**config.mk**
```make
export PLATFORM = sky130hd
export DESIGN_NAME = led_dim_pwm
export DESIGN_NICKNAME = d
export VERILOG_FILES = /design/src/rtl/led_dim_pkg.sv /design/src/rtl/led_dim_duty_map.sv /design/src/rtl/led_dim_timebase.sv /design/src/rtl/led_dim_chan_gate.sv /design/src/rtl/led_dim_pwm.sv
export SDC_FILE = /design/constraint.sdc
export NUM_CORES = 1
export LEC_CHECK = 0
export BUFFER_PORTS_ARGS = -buffer_cell sky130_fd_sc_hd__buf_2
export CORE_MARGIN = 2
export CORE_UTILIZATION = 50
export CTS_CLUSTER_SIZE = 25
export DETAILED_ROUTE_END_ITERATION = 8
export GPL_ROUTABILITY_DRIVEN = 0
export HOLD_SLACK_MARGIN = 0.03
export PLACE_DENSITY = 0.75
export SLEW_MARGIN = 15
export SYNTH_ARGS = -nofsm -noshare
export SYNTH_HDL_FRONTEND = slang
export SYNTH_SLANG_ARGS = --single-unit
export TNS_END_PERCENT = 1
```
**constraint.sdc**
```tcl
create_clock -name clk -period 9.98 [get_ports clk]
set_input_delay 0.998 -clock clk [delete_from_list [all_inputs] [get_ports clk]]
set_output_delay 0.998 -clock clk [all_outputs]
set_load 0.005 [all_outputs]
```
**src/rtl/led_dim_pkg.sv**
```systemverilog
package led_dim_pkg;

    localparam int FRAC_SH = 24;
    localparam int FRAC_W  = FRAC_SH + 1;
    localparam longint unsigned ALPHA_Q30 = 64'd1016940882;

    typedef enum logic [1:0] {
        RATE_LO  = 2'd0,
        RATE_MID = 2'd1,
        RATE_HI  = 2'd2
    } rate_e;

    function automatic rate_e pick_rate(input logic hi, input logic mid);
        if (hi)       return RATE_HI;
        else if (mid) return RATE_MID;
        else          return RATE_LO;
    endfunction

    // alpha^k as a Q24 fraction, built up in Q30 to keep rounding error tiny
    function automatic longint unsigned alpha_pow_q24(input int k);
        longint unsigned v;
        v = 64'd1 << 30;
        for (int i = 0; i < k; i++) begin
            v = (v * ALPHA_Q30 + (64'd1 << 29)) >> 30;
        end
        return (v + 64'd32) >> 6;
    endfunction

endpackage

```
**src/rtl/led_dim_duty_map.sv**
```systemverilog
module led_dim_duty_map
    import led_dim_pkg::*;
#(
    parameter int GAIN_W = 7,
    parameter int PW     = 15
) (
    input  logic [GAIN_W-1:0] gain_i,
    input  logic              lin_i,
    input  logic [PW-1:0]     per_i,
    output logic [PW-1:0]     on_o
);
    localparam int NSTEP = 1 << GAIN_W;
    localparam longint unsigned TOPC = longint'(NSTEP - 1);
    localparam longint unsigned LIN_STEP =
        ((64'd1 << (FRAC_SH + 1)) + TOPC) / (2 * TOPC);
    localparam int PROD_W = PW + FRAC_SH;
    localparam logic [PROD_W-1:0] HALF = PROD_W'(64'd1 << (FRAC_SH - 1));

    logic [FRAC_W-1:0] log_tbl [NSTEP];
    logic [FRAC_W-1:0] frac;
    logic [PROD_W-1:0] prod;

    for (genvar g = 0; g < NSTEP; g++) begin : g_tbl
        localparam longint unsigned FV = alpha_pow_q24(NSTEP - 1 - g);
        assign log_tbl[g] = FRAC_W'(FV);
    end

    always_comb begin
        if (lin_i) frac = FRAC_W'(gain_i) * FRAC_W'(LIN_STEP);
        else       frac = log_tbl[gain_i];
        prod = PROD_W'(per_i) * PROD_W'(frac) + HALF;
        on_o = PW'(prod >> FRAC_SH);
    end

endmodule

```
**src/rtl/led_dim_timebase.sv**
```systemverilog
module led_dim_timebase #(
    parameter int PW = 15
) (
    input  logic          clk,
    input  logic          rst_n,
    input  logic          tick_i,
    input  logic [PW-1:0] per_req_i,
    input  logic [PW-1:0] on_req_i,
    output logic [PW-1:0] cnt_o,
    output logic [PW-1:0] per_o,
    output logic [PW-1:0] on_o
);
    typedef struct packed {
        logic [PW-1:0] cnt;
        logic [PW-1:0] per;
        logic [PW-1:0] on;
    } tb_state_t;

    tb_state_t st_d, st_q;
    logic      last;

    always_comb begin
        st_d = st_q;
        last = (st_q.cnt == st_q.per - PW'(1));
        if (tick_i) begin
            if (last) begin
                st_d.cnt = '0;
                st_d.per = per_req_i;
                st_d.on  = on_req_i;
            end else begin
                st_d.cnt = st_q.cnt + PW'(1);
            end
        end
    end

    always_ff @(posedge clk) begin
        if (!rst_n) st_q <= '{cnt: '0, per: PW'(1), on: '0};
        else        st_q <= st_d;
    end

    assign cnt_o = st_q.cnt;
    assign per_o = st_q.per;
    assign on_o  = st_q.on;


    tick_hold_chk: assert property (@(posedge clk) disable iff (!rst_n)
        !tick_i |=> $stable(st_q));

    boundary_only_chk: assert property (@(posedge clk) disable iff (!rst_n)
        (tick_i && (st_q.cnt != st_q.per - PW'(1))) |=>
            ($stable(st_q.per) && $stable(st_q.on)));

    cnt_range_chk: assert property (@(posedge clk) disable iff (!rst_n)
        st_q.cnt < st_q.per);

    on_le_per_chk: assert property (@(posedge clk) disable iff (!rst_n)
        st_q.on <= st_q.per);

endmodule

```
**src/rtl/led_dim_chan_gate.sv**
```systemverilog
module led_dim_chan_gate #(
    parameter int PW  = 15,
    parameter int DLY = 0
) (
    input  logic          clk,
    input  logic          rst_n,
    input  logic [PW-1:0] cnt_i,
    input  logic [PW-1:0] per_i,
    input  logic [PW-1:0] on_i,
    input  logic          on_bit_i,
    input  logic          dim_bit_i,
    output logic          chan_o
);
    localparam logic [PW:0] DLY_W = (PW + 1)'(DLY);

    logic [PW:0] pos;
    logic        chan_d, chan_q;

    always_comb begin
        if ({1'b0, cnt_i} >= DLY_W) pos = {1'b0, cnt_i} - DLY_W;
        else                         pos = {1'b0, cnt_i} + {1'b0, per_i} - DLY_W;
        chan_d = on_bit_i && (!dim_bit_i || (pos < {1'b0, on_i}));
    end

    always_ff @(posedge clk) begin
        if (!rst_n) chan_q <= 1'b0;
        else        chan_q <= chan_d;
    end

    assign chan_o = chan_q;


    off_dark_chk: assert property (@(posedge clk) disable iff (!rst_n)
        !on_bit_i |=> !chan_o);

    steady_on_chk: assert property (@(posedge clk) disable iff (!rst_n)
        (on_bit_i && !dim_bit_i) |=> chan_o);

endmodule

```
**src/rtl/led_dim_pwm.sv**
```systemverilog
module led_dim_pwm
    import led_dim_pkg::*;
#(
    parameter int N_CH       = 12,
    parameter int GAIN_W     = 7,
    parameter int P_LO       = 20000,
    parameter int P_MID      = 10000,
    parameter int P_HI       = 5000,
    parameter int GROUP      = 2,
    parameter int STAG_TICKS = 1
) (
    input  logic              clk,
    input  logic              rst_n,
    input  logic              tick_i,
    input  logic [GAIN_W-1:0] gain_i,
    input  logic              rate_hi_i,
    input  logic              rate_mid_i,
    input  logic              lin_i,
    input  logic              pwm_en_i,
    input  logic [N_CH-1:0]   pwm_mask_i,
    input  logic [N_CH-1:0]   on_mask_i,
    output logic [N_CH-1:0]   chan_on_o
);
    localparam int PMAX1 = (P_LO > P_MID) ? P_LO : P_MID;
    localparam int PMAX  = (PMAX1 > P_HI) ? PMAX1 : P_HI;
    localparam int PW    = $clog2(PMAX + 1);

    rate_e         rate;
    logic [PW-1:0] per_req, on_req;
    logic [PW-1:0] cnt, per, on_t;

    always_comb begin
        rate = pick_rate(rate_hi_i, rate_mid_i);
        case (rate)
            RATE_HI:  per_req = PW'(P_HI);
            RATE_MID: per_req = PW'(P_MID);
            default:  per_req = PW'(P_LO);
        endcase
    end

    led_dim_duty_map #(.GAIN_W(GAIN_W), .PW(PW)) i_map (
        .gain_i (gain_i),
        .lin_i  (lin_i),
        .per_i  (per_req),
        .on_o   (on_req)
    );

    led_dim_timebase #(.PW(PW)) i_tb (
        .clk       (clk),
        .rst_n     (rst_n),
        .tick_i    (tick_i),
        .per_req_i (per_req),
        .on_req_i  (on_req),
        .cnt_o     (cnt),
        .per_o     (per),
        .on_o      (on_t)
    );

    for (genvar c = 0; c < N_CH; c++) begin : g_ch
        localparam int DLY = (c / GROUP) * STAG_TICKS;
        led_dim_chan_gate #(.PW(PW), .DLY(DLY)) i_gate (
            .clk       (clk),
            .rst_n     (rst_n),
            .cnt_i     (cnt),
            .per_i     (per),
            .on_i      (on_t),
            .on_bit_i  (on_mask_i[c]),
            .dim_bit_i (pwm_en_i && pwm_mask_i[c]),
            .chan_o    (chan_on_o[c])
        );
    end

endmodule

```
==> results.md <==
* Status: finished with violations
* Failing checks: design-rule violations
* Final core utilization at a little over half
* Core area at approximately 0.037 mm²
* Multi-input combinational cell area at between 0.015 and 0.02 mm²
* Synthesis Warnings at 0
* Worst path slowest cell: fa_1
* Latest clock arrival within the worst-skew pair at just under 0.3 ns
* Synth cell count leaders: inv_1 (286), ha_1 (274), nand2_1 (251)
* Largest area contributor in the netlist: fa_1
* Clock buffer depth at 2
* Dominant synthesized flop cell: dfxtp_1
* HP Class: reg2reg
* Final #Nets at 2928
* Port Buffers at a little under 50
* Die height at slightly below 200 µm
* Max-cap violation count at 0
* Top Ports at 50
* Layout area overhead at 4.51%
* Diode count at 0
* Final Max Tran Viols at 0
* Post-CTS Hold Fix Bufs at 0
* Setup TNS Final at 0 ns
* Initial DRT Pass Iterations at 9
* Share of layout cells above drive strength 1 at under 10%
* Vias in the first global route at around 18000
* Sequential-to-total area share from yosys stat at approximately 5.2%
* Placed cells at 2937
* CP startpoint kind: input port
* Min Hold Slack at between 0.4 and 0.5 ns
* Lkg Pwr at between 9 and 10 nW
* Non-filler cells, final at between 2000 and 3000
* Number of synthesized flops with an enable pin at 0
* Core Rows at 71
* Layout fillers at around 3500
* Clock tree from TritonCTS: yes
* # H-tree levels at 2
* Register area at ~1000 µm²
* Most frequent cell after synthesis: inv_1
* Die Footprint at between 0.03 and 0.04 mm²
* Worst vdd ir at 226 µV
* Clock sinks at a little under 50
* Root Driver: clkbuf_16
* Final wirelength at slightly below 60 mm
* Total GRT Usage at a little under 30%
* Grt ovf at 0
* DR vias at roughly 18000
* Post-synthesis async set-or-reset flop share at 0%
* DR vias/cell at between 6 and 7
* Post-synth top area share at around 19%
* Crit path DAT at around 9.5 ns
* Tmin final at between 9 and 10 ns
* Critical Path Sink Type: register
* PD cells at ~300 mW/mm²
* Leading post-synthesis cells by cell area: fa_1 (19%), ha_1 (18%), inv_1 (5.7%), dfxtp_1 (5.2%), xnor2_1 (5.2%)
* Final Skew at 0.0123 ns
* First-pass GRT wire length at 93.6 mm
* Setup violations, final at 0
* Critical path data required time at between 10 and 15 ns
* Mapped Area at approximately 0.019 mm²
* Synthesized area per cell at 7.61 µm²
* Die width at 198 µm
* Kind of critical path: in2reg
* Initial antenna violation count at 0
* Post-synth cell types at 92
* Fmax at 107 MHz
* RSZ-0062 raised after global routing: no
* Worst Setup SP: gain_i[2]
* Largest net degree at the start of global routing at 95
* Total setup buffers inserted after CTS at 0
* Seq cells post-synth at 49
* Clock-pin slew on the worst setup and hold paths at 0.07 ns
* 1st-iter DRT viols at ~2900
* Final period util at slightly above 90%
* Mapped Nets at about 3000
* CTS Buf Count at 5
* Max incr delay on CP at roughly 0.56 ns
* Slew HR at approximately a quarter
* Starting density of the core at between 50% and 60%
* Detailed placement HPWL at ~47 mm
* Post-route ant nets at 0
* WL/cell at about 20 µm
* Post-CTS sizing at 0
* Tightest Pin Transition at 1.14 ns
* Hold_sp: i_tb.on_o[4]
* Cells after synthesis at roughly 2500
* Final hold violation count at 0
* CP Max Fanout at 16
* # DRC at 16
* RR Startpoint: i_tb.cnt_o[0]
## logic make-up (layout without fill, tap and decap cells)
family,count (synthesis),after routing,share of synthesized area [%]
compound gates,579,579,19.7
xor+xnor,167,167,7.92
fa+ha+maj,457,457,37.6
flops,49,49,5.20
mux,24,24,1.57
buf+inv,443,400,9.15
simple gates,758,758,18.8
## per-stage QoR
| stage | total power, mW | instance area, µm² | worst slack, ns |
|---|---|---|---|
| after floorplan | 4.41 | 18900 | 1.30 |
| after global placement | 5.42 | 19600 | 0.613 |
| after detailed placement | 5.64 | 19600 | 0.538 |
| after CTS | 5.88 | 19700 | 0.822 |
| after global routing | 6.65 | 19700 | 0.185 |
| final | 5.94 | 19700 | 0.654 |
## final timing paths
path	to	slack, ns	depth (start not counted)
max	i_tb.on_o[14]	0.65	29
min	i_tb.on_o[4]	0.47	2
max reg2reg	g_ch[3].i_gate.chan_o	4.29	21
min reg2reg	i_tb.on_o[4]	0.47	2
## critical path, delay by kind of cell
family / cells / cell delay, ns
buffers and inverters: 3 / 0.69
and+or+nand+nor: 5 / 1.12
xor gates and xnor gates: 1 / 0.17
adders and majority gates: 7 / 3.24
AOI/OAI and AO/OA: 13 / 3.23
## final cells by class
cell class	instances	share of cell area [%]
well taps	511	3.24
repair buffers	103	3.50
clock buffers	6	0.705
clock inverters	2	0.0698
flip-flops and latches	49	4.98
inverters	289	5.51
multi-input cells	1985	82.0
## layer usage
layer	vias up	routed length (µm)	GRT usage [%]	share of wire [%]
met5	-	0	0	0
met4	0	2800	11.6	4.8
met3	270	6010	4.60	10
met2	1125	26400	48.2	45
met1	8514	23600	39.9	40
li1	8370	-	-	-
## registers in the layout, indices dropped and copies added (netlist names)
signal,count
g_ch.i_gate.chan_o,12
i_tb.cnt_o,15
i_tb.per_o,7
i_tb.on_o,15
## power by group
| part | total, mW | internal, mW | switching, mW | leakage, nW |
|---|---|---|---|---|
| Sequential | 0.267 | 0.228 | 0.0393 | 0.399 |
| Clock | 0.174 | 0.0998 | 0.0743 | 0.0768 |
| Combinational | 5.50 | 2.38 | 3.12 | 9.10 |
## cells in the final DEF (no fill, tap or decap), drive strengths merged, types with 16 or more instances in the layout
cell type  Yosys  final
o211ai        20     20
nand2        251    251
a31oi         37     37
nand3         53     53
mux2i         16     16
a21oi        176    176
nor3          84     84
buf           46    103
dfxtp         49     49
xnor2        114    114
nor2         200    200
inv          287    287
ha           274    274
a21o          31     31
and2          24     24
nor2b         29     29
fa           183    183
o21ai        135    135
and3          25     25
xor2          53     53
nand2b        25     25
a211oi        39     39
Power figures use the tool's default switching activity.
